### config.mk
export PLATFORM = sky130hd
export DESIGN_NAME = rbu_top
export DESIGN_NICKNAME = d
export VERILOG_FILES = /design/src/rtl/rbu_pkg.sv /design/src/rtl/rbu_bitrev.sv /design/src/rtl/rbu_replicate.sv /design/src/rtl/rbu_result_sel.sv /design/src/rtl/rbu_top.sv
export SDC_FILE = /design/constraint.sdc
export NUM_CORES = 1
export LEC_CHECK = 0
export BUFFER_PORTS_ARGS = -buffer_cell sky130_fd_sc_hd__buf_2
export CORE_ASPECT_RATIO = 0.6
export CORE_UTILIZATION = 40
export DETAILED_ROUTE_END_ITERATION = 8
export PLACE_DENSITY = 0.95
export REMOVE_ABC_BUFFERS = 1
export SLEW_MARGIN = 40
export SYNTH_ARGS = -nofsm -noshare
export SYNTH_HDL_FRONTEND = slang
export SYNTH_SLANG_ARGS = --single-unit
### constraint.sdc
create_clock -name vclk -period 1.8
set_input_delay 0.09 -clock vclk [all_inputs]
set_output_delay 0.09 -clock vclk [all_outputs]
set_load 0.005 [all_outputs]
### src/rtl/rbu_pkg.sv
package rbu_pkg;

    localparam int RBU_XLEN     = 64;
    localparam int RBU_NARROW_W = 32;
    localparam int RBU_IMM_W    = 10;
    localparam int RBU_IDX_W    = 5;
    localparam int RBU_REV_W    = 16;
    localparam int RBU_BYTE_W   = 8;
    localparam int RBU_KINDS    = 3;

    typedef enum logic [2:0] {
        OP_BREV   = 3'd0,
        OP_REPI_B = 3'd1,
        OP_REPR_B = 3'd2,
        OP_REPI_H = 3'd3,
        OP_REPR_H = 3'd4,
        OP_REPI_W = 3'd5,
        OP_REPR_W = 3'd6,
        OP_RSVD   = 3'd7
    } rbu_op_e;

    typedef enum logic [1:0] {
        LANE_B    = 2'd0,
        LANE_H    = 2'd1,
        LANE_W    = 2'd2,
        LANE_NONE = 2'd3
    } lane_e;

    typedef struct packed {
        lane_e lane;
        logic  from_imm;
        logic  is_brev;
        logic  wide_only;
        logic  known;
    } op_dec_t;

    function automatic op_dec_t decode_op(rbu_op_e op);
        op_dec_t d;
        d = '{lane: LANE_NONE, from_imm: 1'b0, is_brev: 1'b0,
              wide_only: 1'b0, known: 1'b1};
        case (op)
            OP_BREV:   d.is_brev = 1'b1;
            OP_REPI_B: begin d.lane = LANE_B; d.from_imm = 1'b1; end
            OP_REPR_B: d.lane = LANE_B;
            OP_REPI_H: begin d.lane = LANE_H; d.from_imm = 1'b1; end
            OP_REPR_H: d.lane = LANE_H;
            OP_REPI_W: begin d.lane = LANE_W; d.from_imm = 1'b1; d.wide_only = 1'b1; end
            OP_REPR_W: begin d.lane = LANE_W; d.wide_only = 1'b1; end
            default:   d.known = 1'b0;
        endcase
        return d;
    endfunction

endpackage

### src/rtl/rbu_bitrev.sv
module rbu_bitrev #(
    parameter int XLEN  = rbu_pkg::RBU_XLEN,
    parameter int REV_W = rbu_pkg::RBU_REV_W
) (
    input  logic [REV_W-1:0] src,
    output logic [XLEN-1:0]  rev
);
    localparam int PAD_W = XLEN - REV_W;

    logic [REV_W-1:0] flipped;

    for (genvar i = 0; i < REV_W; i++) begin : g_flip
        assign flipped[i] = src[REV_W-1-i];
    end

    assign rev = {{PAD_W{1'b0}}, flipped};

endmodule

### src/rtl/rbu_replicate.sv
module rbu_replicate #(
    parameter int XLEN     = rbu_pkg::RBU_XLEN,
    parameter int NARROW_W = rbu_pkg::RBU_NARROW_W,
    parameter int LANE_W   = 8
) (
    input  logic [LANE_W-1:0] lane_val,
    output logic [XLEN-1:0]   wide_rep,
    output logic [XLEN-1:0]   narrow_rep
);
    localparam int WIDE_N   = XLEN / LANE_W;
    localparam int NARROW_N = (NARROW_W / LANE_W) > 0 ? (NARROW_W / LANE_W) : 1;
    localparam int EXT_W    = XLEN - NARROW_W;

    logic [NARROW_W-1:0] narrow_core;

    for (genvar w = 0; w < WIDE_N; w++) begin : g_wide
        assign wide_rep[w*LANE_W +: LANE_W] = lane_val;
    end

    for (genvar n = 0; n < NARROW_N; n++) begin : g_narrow
        assign narrow_core[n*LANE_W +: LANE_W] = lane_val;
    end

    assign narrow_rep = {{EXT_W{narrow_core[NARROW_W-1]}}, narrow_core};

endmodule

### src/rtl/rbu_result_sel.sv
module rbu_result_sel
    import rbu_pkg::*;
#(
    parameter int XLEN  = RBU_XLEN,
    parameter int IDX_W = RBU_IDX_W
) (
    input  lane_e                          lane,
    input  logic                           is_brev,
    input  logic                           wide_only,
    input  logic                           known,
    input  logic                           wide_mode,
    input  logic [IDX_W-1:0]               dst_idx,
    input  logic [XLEN-1:0]                brev_res,
    input  logic [RBU_KINDS-1:0][XLEN-1:0] wide_rep,
    input  logic [RBU_KINDS-1:0][XLEN-1:0] narrow_rep,
    output logic [XLEN-1:0]                result,
    output logic                           wr_en,
    output logic                           illegal
);
    logic [XLEN-1:0] rep_pick;

    always_comb begin
        illegal = !known || (wide_only && !wide_mode);
        wr_en   = !illegal && (dst_idx != '0);
    end

    always_comb begin
        case (lane)
            LANE_B:  rep_pick = wide_mode ? wide_rep[0] : narrow_rep[0];
            LANE_H:  rep_pick = wide_mode ? wide_rep[1] : narrow_rep[1];
            LANE_W:  rep_pick = wide_rep[2];
            default: rep_pick = '0;
        endcase
    end

    always_comb begin
        if (!wr_en)       result = '0;
        else if (is_brev) result = brev_res;
        else              result = rep_pick;
    end

endmodule

### src/rtl/rbu_top.sv
module rbu_top
    import rbu_pkg::*;
#(
    parameter int XLEN     = RBU_XLEN,
    parameter int NARROW_W = RBU_NARROW_W,
    parameter int IMM_W    = RBU_IMM_W,
    parameter int IDX_W    = RBU_IDX_W
) (
    input  logic [2:0]       op_sel,
    input  logic             wide_mode,
    input  logic [XLEN-1:0]  opnd,
    input  logic [IMM_W-1:0] imm_field,
    input  logic [IDX_W-1:0] dst_idx,
    output logic [XLEN-1:0]  result,
    output logic             wr_en,
    output logic             illegal
);
    localparam int SEXT_W = XLEN - IMM_W;
    localparam int BPAD_W = XLEN - RBU_BYTE_W;

    op_dec_t dec;
    logic [XLEN-1:0] imm_sext;
    logic [XLEN-1:0] imm_byte;
    logic [RBU_KINDS-1:0][XLEN-1:0] lane_src;
    logic [RBU_KINDS-1:0][XLEN-1:0] wide_rep;
    logic [RBU_KINDS-1:0][XLEN-1:0] narrow_rep;
    logic [XLEN-1:0] brev_res;

    assign dec      = decode_op(rbu_op_e'(op_sel));
    assign imm_sext = {{SEXT_W{imm_field[IMM_W-1]}}, imm_field};
    assign imm_byte = {{BPAD_W{1'b0}}, imm_field[RBU_BYTE_W-1:0]};

    for (genvar k = 0; k < RBU_KINDS; k++) begin : g_kind
        localparam int LW = RBU_BYTE_W << k;
        if (k == 0) begin : g_byte_src
            assign lane_src[k] = dec.from_imm ? imm_byte : opnd;
        end else begin : g_wide_src
            assign lane_src[k] = dec.from_imm ? imm_sext : opnd;
        end
        rbu_replicate #(
            .XLEN(XLEN), .NARROW_W(NARROW_W), .LANE_W(LW)
        ) u_rep (
            .lane_val  (lane_src[k][LW-1:0]),
            .wide_rep  (wide_rep[k]),
            .narrow_rep(narrow_rep[k])
        );
    end

    rbu_bitrev #(.XLEN(XLEN), .REV_W(RBU_REV_W)) u_brev (
        .src(opnd[RBU_REV_W-1:0]),
        .rev(brev_res)
    );

    rbu_result_sel #(.XLEN(XLEN), .IDX_W(IDX_W)) u_sel (
        .lane      (dec.lane),
        .is_brev   (dec.is_brev),
        .wide_only (dec.wide_only),
        .known     (dec.known),
        .wide_mode (wide_mode),
        .dst_idx   (dst_idx),
        .brev_res  (brev_res),
        .wide_rep  (wide_rep),
        .narrow_rep(narrow_rep),
        .result    (result),
        .wr_en     (wr_en),
        .illegal   (illegal)
    );

endmodule

Word-level counts from Yosys, hierarchy flattened
Index checks and enable logic that the tools add are counted.
Widths: inputs -> output; s select.
Cells by class
  eq/ne operators: 8
  mux-type cells: 12
  reductions and logical operators: 14
Operators by type and width (number)
  $pmux 64 s3: 1
  $mux 64: 2
  $mux 63: 2
  $mux 32: 1
  $eq 3x3->1 const B: 3
  $mux 8: 1
  $reduce_or 7->1: 1
  $eq 3x2->1 const B: 2
  $pmux 2 s3: 1
  $reduce_or 2->1: 3
  $reduce_bool 5->1: 1
  $mux 1: 4
  $eq 3x1->1 const B: 1
  $logic_not 1->1: 3
  $logic_not 3->1: 1
  $reduce_or 3->1: 1
  $eq 2x1->1 const B: 1
  $eq 2x2->1 const B: 1
  $logic_and 1x1->1: 2
  $logic_not 2->1: 1
  $logic_or 1x1->1: 1
Word-level totals
  bits in registers: 0
  input port bits: 83
  output and inout bits: 66
  word-level logic and storage cells: 34

Depth between registers and ports, before layout
Gate-level depths: netlist of run 1.
  word-level depth: 8
  depth in mapped cells: 8

By module
From an unflattened synthesis of run 1, not the netlist that was laid out.
Second synthesis, totals
  cells, all modules: 1017
  area, all modules: 8284.2 um^2
By module, submodules not included
  rbu_result_sel: times used 1, cells each 524, area an instance 4324.1 um^2, sequential area each 0.0 um^2
  rbu_replicate: times used 3, cells each 128, area an instance 960.9 um^2, sequential area each 0.0 um^2
  rbu_top: times used 1, cells each 44, area an instance 593.1 um^2, sequential area each 0.0 um^2
  rbu_bitrev: times used 1, cells each 65, area an instance 484.2 um^2, sequential area each 0.0 um^2

Worst setup path before layout of run 1
No wires, ideal clock.
  kind: input -> output
  start: input op_sel[1]
  end: output result[63]
  data arrival time: 1.457 ns
  required time: 1.710 ns
  path slack: 0.253 ns
  stages: 8
  path buffers: 4
  path through: buf_4 nor2b_1 o31ai_1 or3b_1 buf_6 buf_2 a21oi_1 buf_4
On the way
  cells in the longest elaborated chain, start to end: 8
Ends and longest elaborated chain
  start: declaration: RTL line rbu_top.sv:9  | input logic [2:0] op_sel,
  $eq 3x3->1 (tied with other cells): RTL line rbu_pkg.sv:41  | case (op)
  $reduce_or 7->1 (no line) or $reduce_or 2->1 (tied branches)
  $mux 1: RTL line rbu_pkg.sv:41
  $logic_not 1->1 or $logic_and 1x1->1 (tied branches): RTL line rbu_result_sel.sv:23  | illegal = !known || (wide_only && !wide_mode);
  $logic_or 1x1->1 (*): RTL line rbu_result_sel.sv:23
  net illegal: RTL line rbu_top.sv:16  | output logic illegal
  $logic_not 1->1 (*): RTL line rbu_result_sel.sv:24  | wr_en = !illegal && (dst_idx != '0);
  $logic_and 1x1->1 (*): RTL line rbu_result_sel.sv:24
  $mux 64 (*): RTL line rbu_result_sel.sv:37  | if (!wr_en) result = '0;
  end: declaration: RTL line rbu_top.sv:14  | output logic [XLEN-1:0] result,
The timed path passes the listed nets; every way through them passes the cells marked *.

Worst setup path in the final report of run 1
  start: input op_sel[0]
  end: output result[44]
On the way
  cells in the longest elaborated chain, start to end: 8
Ends and longest elaborated chain
  $eq 3x3->1 (tied with other cells): RTL line rbu_pkg.sv:41
  $reduce_or 3->1 (no line) (tied with other cells)
  $mux 1: RTL line rbu_pkg.sv:41
  $mux 32 (tied with other cells): RTL line rbu_top.sv:38  | assign lane_src[k] = dec.from_imm ? imm_sext : opnd;
  $mux 63 (tied with other cells): RTL line rbu_result_sel.sv:30  | LANE_H: rep_pick = wide_mode ? wide_rep[1] : narrow_rep[1];
  $pmux 64 s3 or $logic_not 1->1 (tied branches): RTL line rbu_result_sel.sv:28, rbu_result_sel.sv:24
  $mux 64 or $logic_and 1x1->1 (tied branches): RTL line rbu_result_sel.sv:38, rbu_result_sel.sv:24
  $mux 64 (*): RTL line rbu_result_sel.sv:37
Mark *: on every way between the ends. The rest lies on a longest branch, timed or not.

==> flow_summary.toml, run 1 <==
[timing]
rsz0062_at_grt = "no"
hold_slack_ns = 0.487
clock.fmax_ghz = 0.588
post-route-period-util = 0.945
relSlewSlack = 0.632
min_period_ns = 1.70
final_hold_viol_count = 0
setup_ws_ns = 0.0989
worstMarginPinSlew_ns = 0.552
finalSetupViolations = 0
slew_violations = 0

[synth]
yosys-top-cells-area = "a21oi_1 (10%), nand2_1 (9.2%), mux2i_1 (9.0%)"
synth.yosys.seq_area_share = 0
syn-cell-area_um2 = 1670
yosys.cell_types.count = 39
ys_warn_count = 0
avgSynthCellArea_um2 = 6.25
synth_common_cells = "nand2_1 (41), a21oi_1 (35), o21ai_0 (17)"
synthCells = 268
yosys.cell_count.top_type = "nand2_1"
netlist.area_leader.share = 0.105
yosys.area.top_type = "a21oi_1"

[grt]
grt_pass1_wl_um = 10900
grt_antenna_before_repair = 0
grt_pass1_vias = 2289
overflow = 0
grt_usage = 0.304
grt_max_degree = 34

[placement]
place_inst = 447
place_congestion = 1.00
port_buffers = 117
place.detailed.hpwl_um = 5720
pre_cts_ws_ns = -0.0594

[status]
status = "finished, final reports clean"

[worst_setup_path]
slowest_stage = "or2_2"
end_kind = "output pin"
start_kind = "input port"
required_ns = 1.71
path_class = "in2out"
cp_max_fo = 11
cp.arrival_ns = 1.61
path_cells = "clkbuf_4 -> a21boi_4 -> buf_4 -> mux2i_1 -> or2_2 -> a31oi_1 -> buf_2"
path_buf_inv = 3
critical_path.top_delay_family = "buffers and inverters"
cpPeakStageDelay_ns = 0.33

[hold_path]
hold_path_class = "in2out"

[die]
die_area_um2 = 4460
rows = 17
boundaryPins = 149
dieHeight_um = 52.1
start_util = 0.437
core-area_um2 = 3830
die_w_um = 85.5

[drt]
ant_nets = 0
drc = 0
drtIter0Drc = 142
vias_per_cell = 5.79
wl_um = 7050
vias = 2596
dr.pass1.iters = 5
post_drt_wl_per_cell_um = 15.7

[power_and_ir_drop]
irDropWorstVdd_v = 0.000163
pwr-share-comb = 1.000
sequentialPowerShare = 0
leakagePower_uw = 0.00134
power_switching_uw = 440
clock_power_share = 0
sw_frac_of_total = 0.518
pwr_density_cell_nw_per_um2 = 338
internal_power_uw = 410

[finish]
instances_no_fill = 448
multi_input_area_um2 = 1490
nNetsFinal = 486
seq_cells = 0
clkbuf_count = 0
n_antenna_cell = 0
n_fill_cell = 365
drive_gt1_frac = 0.456
area.sequential_um2 = 0
utilization = 0.656
synthToLayoutAreaGrowth_pct = 49.9

[run]
maxCapViolCount = 0
[kinds of logic (layout without fill, tap and decap cells)]
| group | Yosys count | after routing | share of synthesized area |
|---|---|---|---|
| compound gates | 128 | 128 | 0.513 |
| buf+inv | 34 | 167 | 0.123 |
| simple gates | 88 | 88 | 0.253 |
| mux | 18 | 18 | 0.110 |
[routing by layer]
layer	track usage	up-vias	wire length [um]
met5	0	-	0
met4	0.0250	0	10
met3	0.0175	2	748
met2	0.549	167	3260
met1	0.417	1179	3030
li1	-	1248	-
[per-stage QoR]
| stage | setup TNS (ns) | cell area, um^2 | power, uW |
|---|---|---|---|
| 4_1_cts | 0 | 2470 | 827 |
| 3_5_place_dp | -0.373 | 2470 | 822 |
| 6_report | 0 | 2510 | 849 |
| 2_1_floorplan | -18.11 | 1500 | 399 |
| 5_1_grt | 0 | 2510 | 920 |
| 3_3_place_gp | 0 | 2470 | 802 |
[cells in the final DEF (no fill, tap or decap), types with 9 or more instances in the layout]
cell	instances
o21ai_0	16
a31oi_1	14
inv_1	9
mux2i_1	15
a21o_1	16
buf_2	115
nor2_1	12
o21ai_1	10
nand2_1	39
a21oi_1	35
buf_4	39
[cell type report]
cell class         count  area share
well taps             47      0.0234
inverters              9      0.0135
repair buffers       158       0.368
multi-input cells    234       0.595
[timing repair]
item | 4_1_cts | 5_1_grt
setup buffers | 0 | 1
hold buffers | 0 | 0
setup endpoints to repair | 12 | 25
resized for setup | 1 | 9
[worst paths after layout]
| path | startpoint | endpoint | slack, ns | depth (start not counted) |
|---|---|---|---|---|
| setup / recovery | op_sel[0] | result[44] | 0.1 | 7 |
| hold / removal | opnd[5] | result[10] | 0.49 | 3 |
[power groups by stage]
| stage | clock network, uW | logic [uW] | registers (uW) |
|---|---|---|---|
| after floorplan | 0 | 399 | 0 |
| after global placement | 0 | 802 | 0 |
| after detailed placement | 0 | 822 | 0 |
| after CTS | 0 | 827 | 0 |
| after global routing | 0 | 920 | 0 |
| final | 0 | 849 | 0 |
No activity file was read; power rests on OpenSTA's default activity.
==> run 2, diff against run 1 <==
Settings changed: PLACE_DENSITY 0.95 to default, PLACE_DENSITY_LB_ADDON from default to 0.25.
==> run 2 against run 1 <==
Compared with the run above: sequential cell count unchanged; die area unchanged; cell count up 1.1%; first-iteration DRC count down 2.8%; worst setup slack better by 0.0079 ns; critical path depth unchanged; routed wire length down 3.2%; sequential share of layout area unchanged; global-route usage down 0.52 points; design area up 2.3%; via count down 1.6%; critical path type unchanged; critical endpoint is now result[43]; highest routed layer unchanged.
==> flow_summary.toml, run 2 (synthesis results as in run 1) <==
[drt]
wl_um = 6830
ant_nets = 0
vias_per_cell = 5.64
drc = 0
dr.pass1.iters = 5
drtIter0Drc = 138
vias = 2554
post_drt_wl_per_cell_um = 15.1

[timing]
rsz0062_at_grt = "no"
finalSetupViolations = 0
min_period_ns = 1.69
slew_violations = 0
final_hold_viol_count = 0
relSlewSlack = 0.679
clock.fmax_ghz = 0.591
fin_tns_setup_ns = 0
post-route-period-util = 0.941
worstMarginPinSlew_ns = 0.480

[finish]
design_area_um2 = 2570
utilization = 0.671
nNetsFinal = 491
clkbuf_count = 0
drive_gt1_frac = 0.466
area.sequential_um2 = 0
final_cell_mix = "buf_2 (114), buf_4 (45), nand2_1 (41), a21oi_1 (35), o21ai_0 (17)"
layout_commonest_cell = "buf_2"
n_antenna_cell = 0
seq_cells = 0
synthToLayoutAreaGrowth_pct = 53.4

[placement]
place.detailed.hpwl_um = 5340
place_congestion = 0.963
dpl-instance-area_um2 = 2490
port_buffers = 117

[worst_setup_path]
crit_top_cell = "buf_4"
slowest_stage = "a21boi_4"
path_class = "in2out"
critical_path.top_delay_family = "buffers and inverters"
path_buf_inv = 3
end_kind = "output pin"
cpPeakStageDelay_ns = 0.33
required_ns = 1.71
cp_max_fo = 10
cp.arrival_ns = 1.60
start_kind = "input port"
path_cells = "buf_4 -> a21boi_4 -> buf_4 -> mux2i_1 -> or2_2 -> a31oi_1 -> buf_2"

[grt]
grt_antenna_before_repair = 0
use_met2 = 0.481
met1_usage = 0.444
grt_usage = 0.299
grt_max_degree = 34
use_met3 = 0.0254
grt_pass1_wl_um = 10800
grt_pass1_vias = 2251
overflow = 0
top_usage_layer = "met2"

[power_and_ir_drop]
irDropWorstVdd_v = 0.000156
leakagePower_uw = 0.00137
pwr_density_cell_nw_per_um2 = 334

[die]
die_area_um2 = 4460
boundaryPins = 149
start_util = 0.437
core-area_um2 = 3830
dieHeight_um = 52.1
die_w_um = 85.5
rows = 17

[run]
maxCapViolCount = 0

[status]
status = "finished, final reports clean"

[hold_path]
hold_path_class = "in2out"

[cts]
cts-hold-fix-buffers = 0
-- run 2: cell count changes in the layout (fill, tap and decap cells not counted), moves of 2 or more --
cell     before  now
buf_4        39   45
mux2i_1      15   13
nand2_1      39   41
nand2_2       2    0
-- run 2: tightest hold or removal path, delay by kind of cell --
kind	cells	cell delay (ns)
AND/OR/NAND/NOR	1	0.04
AO/OA/AOI/OAI	1	0.05
buffers and inverters	2	0.21
-- run 2: final timing paths --
check | start | end | slack [ns] | cells past startpoint
worst min-delay path | opnd[8] | result[7] | 0.48 | 4
worst max-delay path | op_sel[0] | result[43] | 0.11 | 7
-- run 2: per-stage QoR --
step,hold WS (ns),instances,total power (uW),worst slack (ns)
6_report,0.481,453,857,0.107
5_1_grt,0.516,453,937,0.0162
4_1_cts,0.485,450,826,0.0188
3_5_place_dp,0.484,450,819,-0.0781
3_3_place_gp,0.485,450,809,-0.0236
2_1_floorplan,0.274,243,399,-0.431
-- run 2: repair_timing --
item | 4_1_cts | 5_1_grt
setup endpoints to repair | 23 | 39
buffers inserted | 0 | 3
resized for setup | 3 | 13
gates cloned | 0 | 0
-- run 2: layer usage --
layer	part of all wire	wire (um)
met5	0	0
met4	0.0041	28
met3	0.088	600
met2	0.43	2900
met1	0.48	3290
-- run 2: cell type report --
type / instances / area [um^2]
multi-input cells: 234 / 1510
fillers: 372 / 1260
repair buffers: 163 / 963
well taps: 47 / 58.8
inverters: 9 / 33.8
-- run 2: where the power goes --
| group | internal [uW] | switching [uW] | total [uW] |
|---|---|---|---|
| sequential | 0 | 0 | 0 |
| combinational | 422 | 435 | 857 |
| clock | 0 | 0 | 0 |
| total | 422 | 435 | 857 |
